[config.mk]
export PLATFORM = sky130hd
export DESIGN_NAME = page_write_ctrl
export DESIGN_NICKNAME = d
export VERILOG_FILES = /design/src/rtl/pwc_pkg.sv /design/src/rtl/pwc_bus_decode.sv /design/src/rtl/pwc_page_buf.sv /design/src/rtl/pwc_sequencer.sv /design/src/rtl/page_write_ctrl.sv
export SDC_FILE = /design/constraint.sdc
export NUM_CORES = 2
export LEC_CHECK = 0
export BUFFER_PORTS_ARGS = -buffer_cell sky130_fd_sc_hd__buf_2
export CORE_ASPECT_RATIO = 1.2
export CORE_MARGIN = 2
export CORE_UTILIZATION = 50
export DETAILED_ROUTE_END_ITERATION = 16
export PLACE_DENSITY = 0.65
export SLEW_MARGIN = 20
export SYNTH_ARGS = -nofsm -noshare
export SYNTH_HDL_FRONTEND = slang
export SYNTH_SLANG_ARGS = --single-unit
[constraint.sdc]
create_clock -name clk -period 5.2 [get_ports clk]
set_input_delay 1.04 -clock clk [delete_from_list [all_inputs] [get_ports clk]]
set_output_delay 1.04 -clock clk [all_outputs]
set_load 0.02 [all_outputs]
[src/rtl/pwc_pkg.sv]
package pwc_pkg;
    localparam int ADDR_W     = 19;
    localparam int DATA_W     = 8;
    localparam int OFS_W      = 8;
    localparam int PAGE_W     = ADDR_W - OFS_W;
    localparam int PAGE_BYTES = 1 << OFS_W;

    typedef enum logic [1:0] {
        ST_IDLE = 2'd0,
        ST_LOAD = 2'd1,
        ST_PROG = 2'd2
    } seq_state_t;

    typedef struct packed {
        logic [PAGE_W-1:0] page;
        logic [OFS_W-1:0]  ofs;
        logic [DATA_W-1:0] data;
    } byte_ev_t;

    function automatic logic [PAGE_W-1:0] page_of(input logic [ADDR_W-1:0] a);
        return a[ADDR_W-1:OFS_W];
    endfunction
endpackage

[src/rtl/pwc_bus_decode.sv]
module pwc_bus_decode
    import pwc_pkg::*;
(
    input  logic              clk,
    input  logic              rst,
    input  logic              ce_n,
    input  logic              oe_n,
    input  logic              we_n,
    input  logic [ADDR_W-1:0] addr,
    input  logic [DATA_W-1:0] wdata,
    output logic              ev_valid,
    output byte_ev_t          ev
);
    logic              strobe;
    logic              strobe_q;
    logic [ADDR_W-1:0] addr_q;
    logic [DATA_W-1:0] data_q;

    assign strobe = !ce_n && !we_n && oe_n;

    always_ff @(posedge clk) begin
        if (rst) begin
            strobe_q <= 1'b0;
            addr_q   <= '0;
            data_q   <= '0;
        end else begin
            strobe_q <= strobe;
            if (strobe && !strobe_q) addr_q <= addr;
            if (strobe)              data_q <= wdata;
        end
    end

    // byte completes in the cycle the write condition ends
    assign ev_valid = strobe_q && !strobe;

    always_comb begin
        ev.page = page_of(addr_q);
        ev.ofs  = addr_q[OFS_W-1:0];
        ev.data = data_q;
    end
endmodule

[src/rtl/pwc_page_buf.sv]
module pwc_page_buf
    import pwc_pkg::*;
(
    input  logic                  clk,
    input  logic                  rst,
    input  logic                  wr_en,
    input  logic [OFS_W-1:0]      wr_ofs,
    input  logic [DATA_W-1:0]     wr_data,
    input  logic                  clr,
    input  logic [OFS_W-1:0]      rd_ofs,
    output logic [DATA_W-1:0]     rd_data,
    output logic [PAGE_BYTES-1:0] mask
);
    logic [DATA_W-1:0] mem [PAGE_BYTES];

    always_ff @(posedge clk) begin
        if (wr_en) mem[wr_ofs] <= wr_data;
    end

    always_ff @(posedge clk) begin
        if (rst || clr) begin
            mask <= '0;
        end else if (wr_en) begin
            mask[wr_ofs] <= 1'b1;
        end
    end

    assign rd_data = mem[rd_ofs];
endmodule

[src/rtl/pwc_sequencer.sv]
module pwc_sequencer
    import pwc_pkg::*;
#(
    parameter int LOAD_WIN_CYC = 7500,
    parameter int PROG_CYC     = 500000
) (
    input  logic              clk,
    input  logic              rst,
    input  logic              ev_valid,
    input  byte_ev_t          ev,
    output logic [PAGE_W-1:0] page_q,
    output logic              buf_wr,
    output logic              buf_clr,
    output logic              scan_act,
    output logic [OFS_W-1:0]  scan_ofs,
    output logic              busy
);
    localparam int WIN_W = $clog2(LOAD_WIN_CYC + 1);
    localparam int PRG_W = $clog2(PROG_CYC + 1);

    if (PROG_CYC < PAGE_BYTES) begin : g_bad_prog
        $error("PROG_CYC must cover one full page walk");
    end

    seq_state_t       state;
    logic [WIN_W-1:0] win_cnt;
    logic [PRG_W-1:0] prg_cnt;
    logic             page_hit;
    logic             win_done;
    logic             prg_done;

    assign page_hit = (ev.page == page_q);
    assign buf_wr   = ev_valid && ((state == ST_IDLE) || ((state == ST_LOAD) && page_hit));
    assign win_done = (win_cnt == WIN_W'(LOAD_WIN_CYC - 1));
    assign prg_done = (prg_cnt == PRG_W'(PROG_CYC - 1));

    always_ff @(posedge clk) begin
        if (rst) begin
            state   <= ST_IDLE;
            win_cnt <= '0;
            prg_cnt <= '0;
            page_q  <= '0;
        end else begin
            case (state)
                ST_IDLE: begin
                    if (ev_valid) begin
                        page_q  <= ev.page;
                        win_cnt <= '0;
                        state   <= ST_LOAD;
                    end
                end
                ST_LOAD: begin
                    if (buf_wr) begin
                        win_cnt <= '0;
                    end else if (win_done) begin
                        prg_cnt <= '0;
                        state   <= ST_PROG;
                    end else begin
                        win_cnt <= win_cnt + 1'b1;
                    end
                end
                ST_PROG: begin
                    if (prg_done) state <= ST_IDLE;
                    else          prg_cnt <= prg_cnt + 1'b1;
                end
                default: state <= ST_IDLE;
            endcase
        end
    end

    assign busy     = (state == ST_PROG);
    assign scan_act = busy && (32'(prg_cnt) < PAGE_BYTES);
    assign scan_ofs = prg_cnt[OFS_W-1:0];
    assign buf_clr  = busy && prg_done;
endmodule

[src/rtl/page_write_ctrl.sv]
module page_write_ctrl
    import pwc_pkg::*;
#(
    parameter int LOAD_WIN_CYC = 7500,
    parameter int PROG_CYC     = 500000
) (
    input  logic              clk,
    input  logic              rst,
    input  logic              bus_ce_n,
    input  logic              bus_oe_n,
    input  logic              bus_we_n,
    input  logic [ADDR_W-1:0] bus_addr,
    input  logic [DATA_W-1:0] bus_wdata,
    output logic              busy,
    output logic              arr_we,
    output logic [ADDR_W-1:0] arr_addr,
    output logic [DATA_W-1:0] arr_wdata
);
    logic                  ev_valid;
    byte_ev_t              ev;
    logic [PAGE_W-1:0]     page_q;
    logic                  buf_wr;
    logic                  buf_clr;
    logic                  scan_act;
    logic [OFS_W-1:0]      scan_ofs;
    logic [PAGE_BYTES-1:0] mask;
    logic [DATA_W-1:0]     rd_data;

    pwc_bus_decode u_dec (
        .clk      (clk),
        .rst      (rst),
        .ce_n     (bus_ce_n),
        .oe_n     (bus_oe_n),
        .we_n     (bus_we_n),
        .addr     (bus_addr),
        .wdata    (bus_wdata),
        .ev_valid (ev_valid),
        .ev       (ev)
    );

    pwc_sequencer #(
        .LOAD_WIN_CYC (LOAD_WIN_CYC),
        .PROG_CYC     (PROG_CYC)
    ) u_seq (
        .clk      (clk),
        .rst      (rst),
        .ev_valid (ev_valid),
        .ev       (ev),
        .page_q   (page_q),
        .buf_wr   (buf_wr),
        .buf_clr  (buf_clr),
        .scan_act (scan_act),
        .scan_ofs (scan_ofs),
        .busy     (busy)
    );

    pwc_page_buf u_buf (
        .clk     (clk),
        .rst     (rst),
        .wr_en   (buf_wr),
        .wr_ofs  (ev.ofs),
        .wr_data (ev.data),
        .clr     (buf_clr),
        .rd_ofs  (scan_ofs),
        .rd_data (rd_data),
        .mask    (mask)
    );

    assign arr_we    = scan_act && mask[scan_ofs];
    assign arr_addr  = {page_q, scan_ofs};
    assign arr_wdata = rd_data;
endmodule

# After elaboration in Yosys (flattened, before gate mapping)
# Memory sizes are Yosys's and may differ from the RTL's. A register that Yosys moved wholly into a read port is not among the register bits.
# Index checks and enable logic that the tools add are counted.
# totals
word_cells	71
ram_bits	2048
output_inout_bits	29
register_bits	329
n_memories	1
inputBits	32
# op_classes
n_mux	21
eq_ne	11
addsub	2
n_bitwise	1
n_lt_le_gt_ge	4
n_reduce_logical	23
# mem_list
memory	words	word_bits	read_ports	rd_ports_with_merged_regs	write_ports	line	text
u_buf.mem	256	8	1	1	1	pwc_page_buf.sv:14	logic [DATA_W-1:0] mem [PAGE_BYTES];
# op_table
cell	n
$or A256 B256 Y256	1
$mux W19	3
$mux W13	3
$pmux W19 S2	1
$pmux W13 S2	1
$add A19 B1 Y19 const B	1
$eq A19 B19 Y1 const B	1
$lt A19 B9 Y1 const B	1
$lt A8 B9 Y1 const B	2
$mux W8	2
$add A13 B1 Y13 const B	1
$eq A13 B13 Y1 const B	1
$eq A11 B11 Y1	1
$logic_and A1 B1 Y1	10
$bmux W1 S8	1
$demux W1 S8	1
$ge A8 B1 Y1 const B	1
$mux W2	4
$reduce_and A4 Y1	2
$ne A2 B2 Y1 const B	3
$pmux W2 S3	1
$logic_not A1 Y1	4
$mux W1	4
$ne A2 B1 Y1 const B	2
8 further kinds	10

# Depth between registers and ports, before layout
# depth
depth_word	10
depth_mapped	12
depth_no_buf	8

# Modules after synthesis
# Synthesis repeated with hierarchy kept, for this count alone.
# hier_totals
cells_unflattened	5228
area_unflattened_um2	92819.0
# modules_own_cells
mod	seq_area_each_um2	n_inst	area_each_um2	cells_each
pwc_page_buf	66623.9	1	86725.7	4594
pwc_sequencer	900.9	1	2424.8	304
page_write_ctrl	0.0	1	2397.3	208
pwc_bus_decode	560.5	1	1271.2	122

# Least setup slack after synthesis
# OpenSTA, ideal clock, no wires.
# synth_timing
path_kind	register to register
from	register u_dec.data_q[0]
to	memory u_buf.mem[0][0], data pin
slack_ns	0.947
required_ns	4.344
path_buffers	0
stages_incl_launch_ff	1
period_less_slack_ns	4.253
t_arrival_ns	3.397
setup_ns	0.856
path_cell_list	dfxtp_1
# synth_lines
element	line	text
start: declaration	pwc_bus_decode.sv:17	logic [DATA_W-1:0] data_q;
start signal: assignment	pwc_bus_decode.sv:29	if (strobe) data_q <= wdata;
end: declaration	pwc_page_buf.sv:14	
# Straight into the memory's write port.

==> flow_summary.ini <==
[finish]
area_delta_synth_final_pct = 14.0
final_area_mm2 = 0.105
post-route-util_pct = 57.5
layout-drive-gt1-share_pct = 26.0
final_common_cell = edfxtp_1
nets = 5241
nFillCells = 13600
final_cell_mix = edfxtp_1 (2048), mux4_2 (518), buf_4 (364), nor2_1 (323), dfxtp_1 (321)
multi_input_area_mm2 = 0.0226
seq_area_mm2 = 0.0683

[clock_tree]
cts.sinks = 2385
cts-root-buf = clkbuf_16
clk_latency_ns = 0.87
h-tree-depth = 4
cts_tree = yes
cts_buffers = 219
clkTransAtPathRegs_ns = 0.06
clockBufferDepth = 3
hold_buffers = 0

[synth]
yosysWarningCount = 0
avgSynthCellArea_um2 = 19.2
synthesis.nets = 4849
syn_inst = 4815
synth_edf_count = 2048
synthFlopType = edfxtp_1
yosysSeqAreaShare_pct = 73.8
ys_ff_latch = 2385
synth_cell_types = 72
netlist_area_mm2 = 0.0925
ys_async_sr_fraction_pct = 0

[die]
core_mm2 = 0.183
start_util_pct = 50.4
die_y_um = 475
rows = 172
die_x_um = 397
die-area_mm2 = 0.188
design.portCount = 61

[pwr]
power.total_mw = 37.2
peakVddDrop_uv = 237
p_per_area_mw_per_mm2 = 353
p_leak_nw = 30.6

[route]
wirelength_mm = 232
num_vias = 48100
drt_iter0_markers = 5479
wl_per_cell_um = 29.6
drt_first_pass_iters = 6
viasPerCell = 6.14
antenna_left = 0
drc = 0

[sta]
maxSlewViolCount = 0
setup_viol_count_final = 0
fin_crit_ns = 5.14
rsz0062_at_grt = false
hold_viol = 0
setup-tns-final_ns = 0
fin_skew_ns = 0.0312
max_slew_margin_pct = 27.5
tightest_slew_ns = 1.09
max_freq_mhz = 195
period_share_pct = 98.8

[critical_path]
r2r_end = u_buf.mem[152][4]
rrSetupSlack_ns = 1.62
reg2reg_from = u_seq.state[0]
start_kind = flip-flop
slowest_delay_ns = 0.54
worstRegToRegCells = 8
critPathCapture = arr_wdata[2]
critPathRequiredTime_ns = 4.16
worstPathArrival_ns = 4.10
crit_chain = buf_12, mux4_2, mux4_2, nand2_1, nand4_1, nor3_1, buf_4, nor4_4, buf_2
cpMaxStageDelayCell = mux4_2
path_class = reg -> out
endpoint_kind = output pin
path_max_fanout = 65
crit_path_frequent_cell = mux4_2

[run_status]
outcome = complete, no violations

[placed_design]
hpwlAfterDp_mm = 143
portBuffers = 60
place_area_mm2 = 0.0975
routabilityCongestion = 0.865

[grt]
grt_pass1_vias = 47900
grt_pass1_wl_mm = 336
gr-total-overflow = 0
grt_antenna_before_repair = 8
track_usage_pct = 24.7
grt_max_degree = 201

[worst_hold_path]
min_path_type = in -> reg

[flow_run]
maxCapViolations = 0
==> worst min-delay path by stage <==
stage	startpoint	endpoint	slack [ns]	depth (start not counted)
5_1_grt	bus_wdata[7]	u_dec.data_q[7]	0.38	3
4_1_cts	bus_wdata[7]	u_dec.data_q[7]	0.35	3
2_1_floorplan	u_buf.mask[37]	u_buf.mask[37]	0.44	1
6_report	bus_wdata[7]	u_dec.data_q[7]	0.40	3
3_3_place_gp	u_buf.mask[94]	u_buf.mask[94]	0.44	1
3_5_place_dp	u_buf.mask[118]	u_buf.mask[118]	0.45	1
==> timing repair <==
action                                  CTS  global route
gates cloned                              2             0
resized for setup                        34             9
pin swaps                                 2             1
setup buffers                            12             8
endpoints found under the setup margin    9             6
==> cells in the mapped netlist, types with 3 or more instances <==
cell type	n	area (um^2)
o221ai_1	122	1070
or3_1	4	25.0
and2_1	4	25.0
a211o_1	11	96.3
a211oi_1	41	308
xor2_1	10	87.6
and4_1	3	26.3
a31oi_1	6	37.5
buf_2	61	305
nor4b_1	3	26.3
o21a_1	257	1930
o22ai_1	55	344
nor2b_1	13	81.3
nand4_1	16	100
edfxtp_1	2048	61500
nor4_1	9	56.3
nand3_1	26	130
inv_1	9	33.8
clkbuf_1	137	514
o21ai_0	13	65.1
mux2i_1	294	2940
buf_6	36	405
nor3_1	21	105
dfxtp_1	337	6750
and3_1	11	68.8
a21oi_1	71	355
a22o_1	14	123
a221oi_1	8	70.1
or2_2	3	18.8
nand2b_1	5	31.3
mux2_2	3	33.8
buf_1	18	67.6
nand2_1	178	668
buf_4	36	270
nand2_2	8	50.1
mux4_2	518	11700
buf_8	11	165
nor2_1	324	1220
xnor2_1	27	236
nor3b_1	3	22.5
==> cell type report <==
type | count | share of cell area, %
Sequential cell | 2385 | 64.8
Multi-Input combinational cell | 2116 | 21.5
Clock buffer | 313 | 5.90
Timing Repair Buffer | 473 | 3.87
Tap cell | 2436 | 2.89
Clock inverter | 105 | 1.05
Inverter | 12 | 0.0487
Antenna cell | 2 | 0.00475
==> state kept, by name (all words and copies together), names as in the netlist, named ones only <==
name / cells
u_seq.state: 2
u_seq.page_q: 11
u_buf.mask: 256
u_dec.addr_q: 19
u_dec.strobe_q: 1
u_buf.mem: 2048
u_dec.data_q: 8
u_seq.win_cnt: 13
u_seq.prg_cnt: 19
==> metal layers <==
layer / GRT usage (%) / wire length (um)
met1: 34.2 / 93600
met2: 40.3 / 114000
met3: 3.92 / 16600
met4: 8.47 / 7570
met5: 0 / 32
==> report_power, final <==
part / internal (mW) / total (mW) / switching [mW]
sequential: 20.6 / 20.7 / 0.0495
clock: 9.23 / 16.2 / 6.98
combinational: 0.0551 / 0.291 / 0.236
total: 29.9 / 37.2 / 7.26
==> cells by family after synthesis <==
group           count (synthesis)  synth area share, %
simple gates                  644                 3.00
mux                           816                 15.9
xor+xnor                       37                0.350
compound gates                617                 4.98
buf+inv                       314                 1.97
flops                        2385                 73.8
fa+ha+maj                       2               0.0271
==> worst max-delay path, delay by kind of cell (launching register included) <==
family | cells | cell delay (ns)
mux | 2 | 0.97
simple gates | 4 | 0.80
buf+inv | 3 | 0.78
flops | 1 | 0.50
==> per-stage QoR <==
step                      std cells  setup slack, ns  hold WS (ns)
after CTS                      7830          0.00137         0.349
after floorplan                4815            0.947         0.435
final                          7842           0.0649         0.404
after global routing           7841         0.000604         0.379
after detailed placement       7398            0.224         0.448
after global placement         7398            0.215         0.441
(Power assumes the default switching activity.)
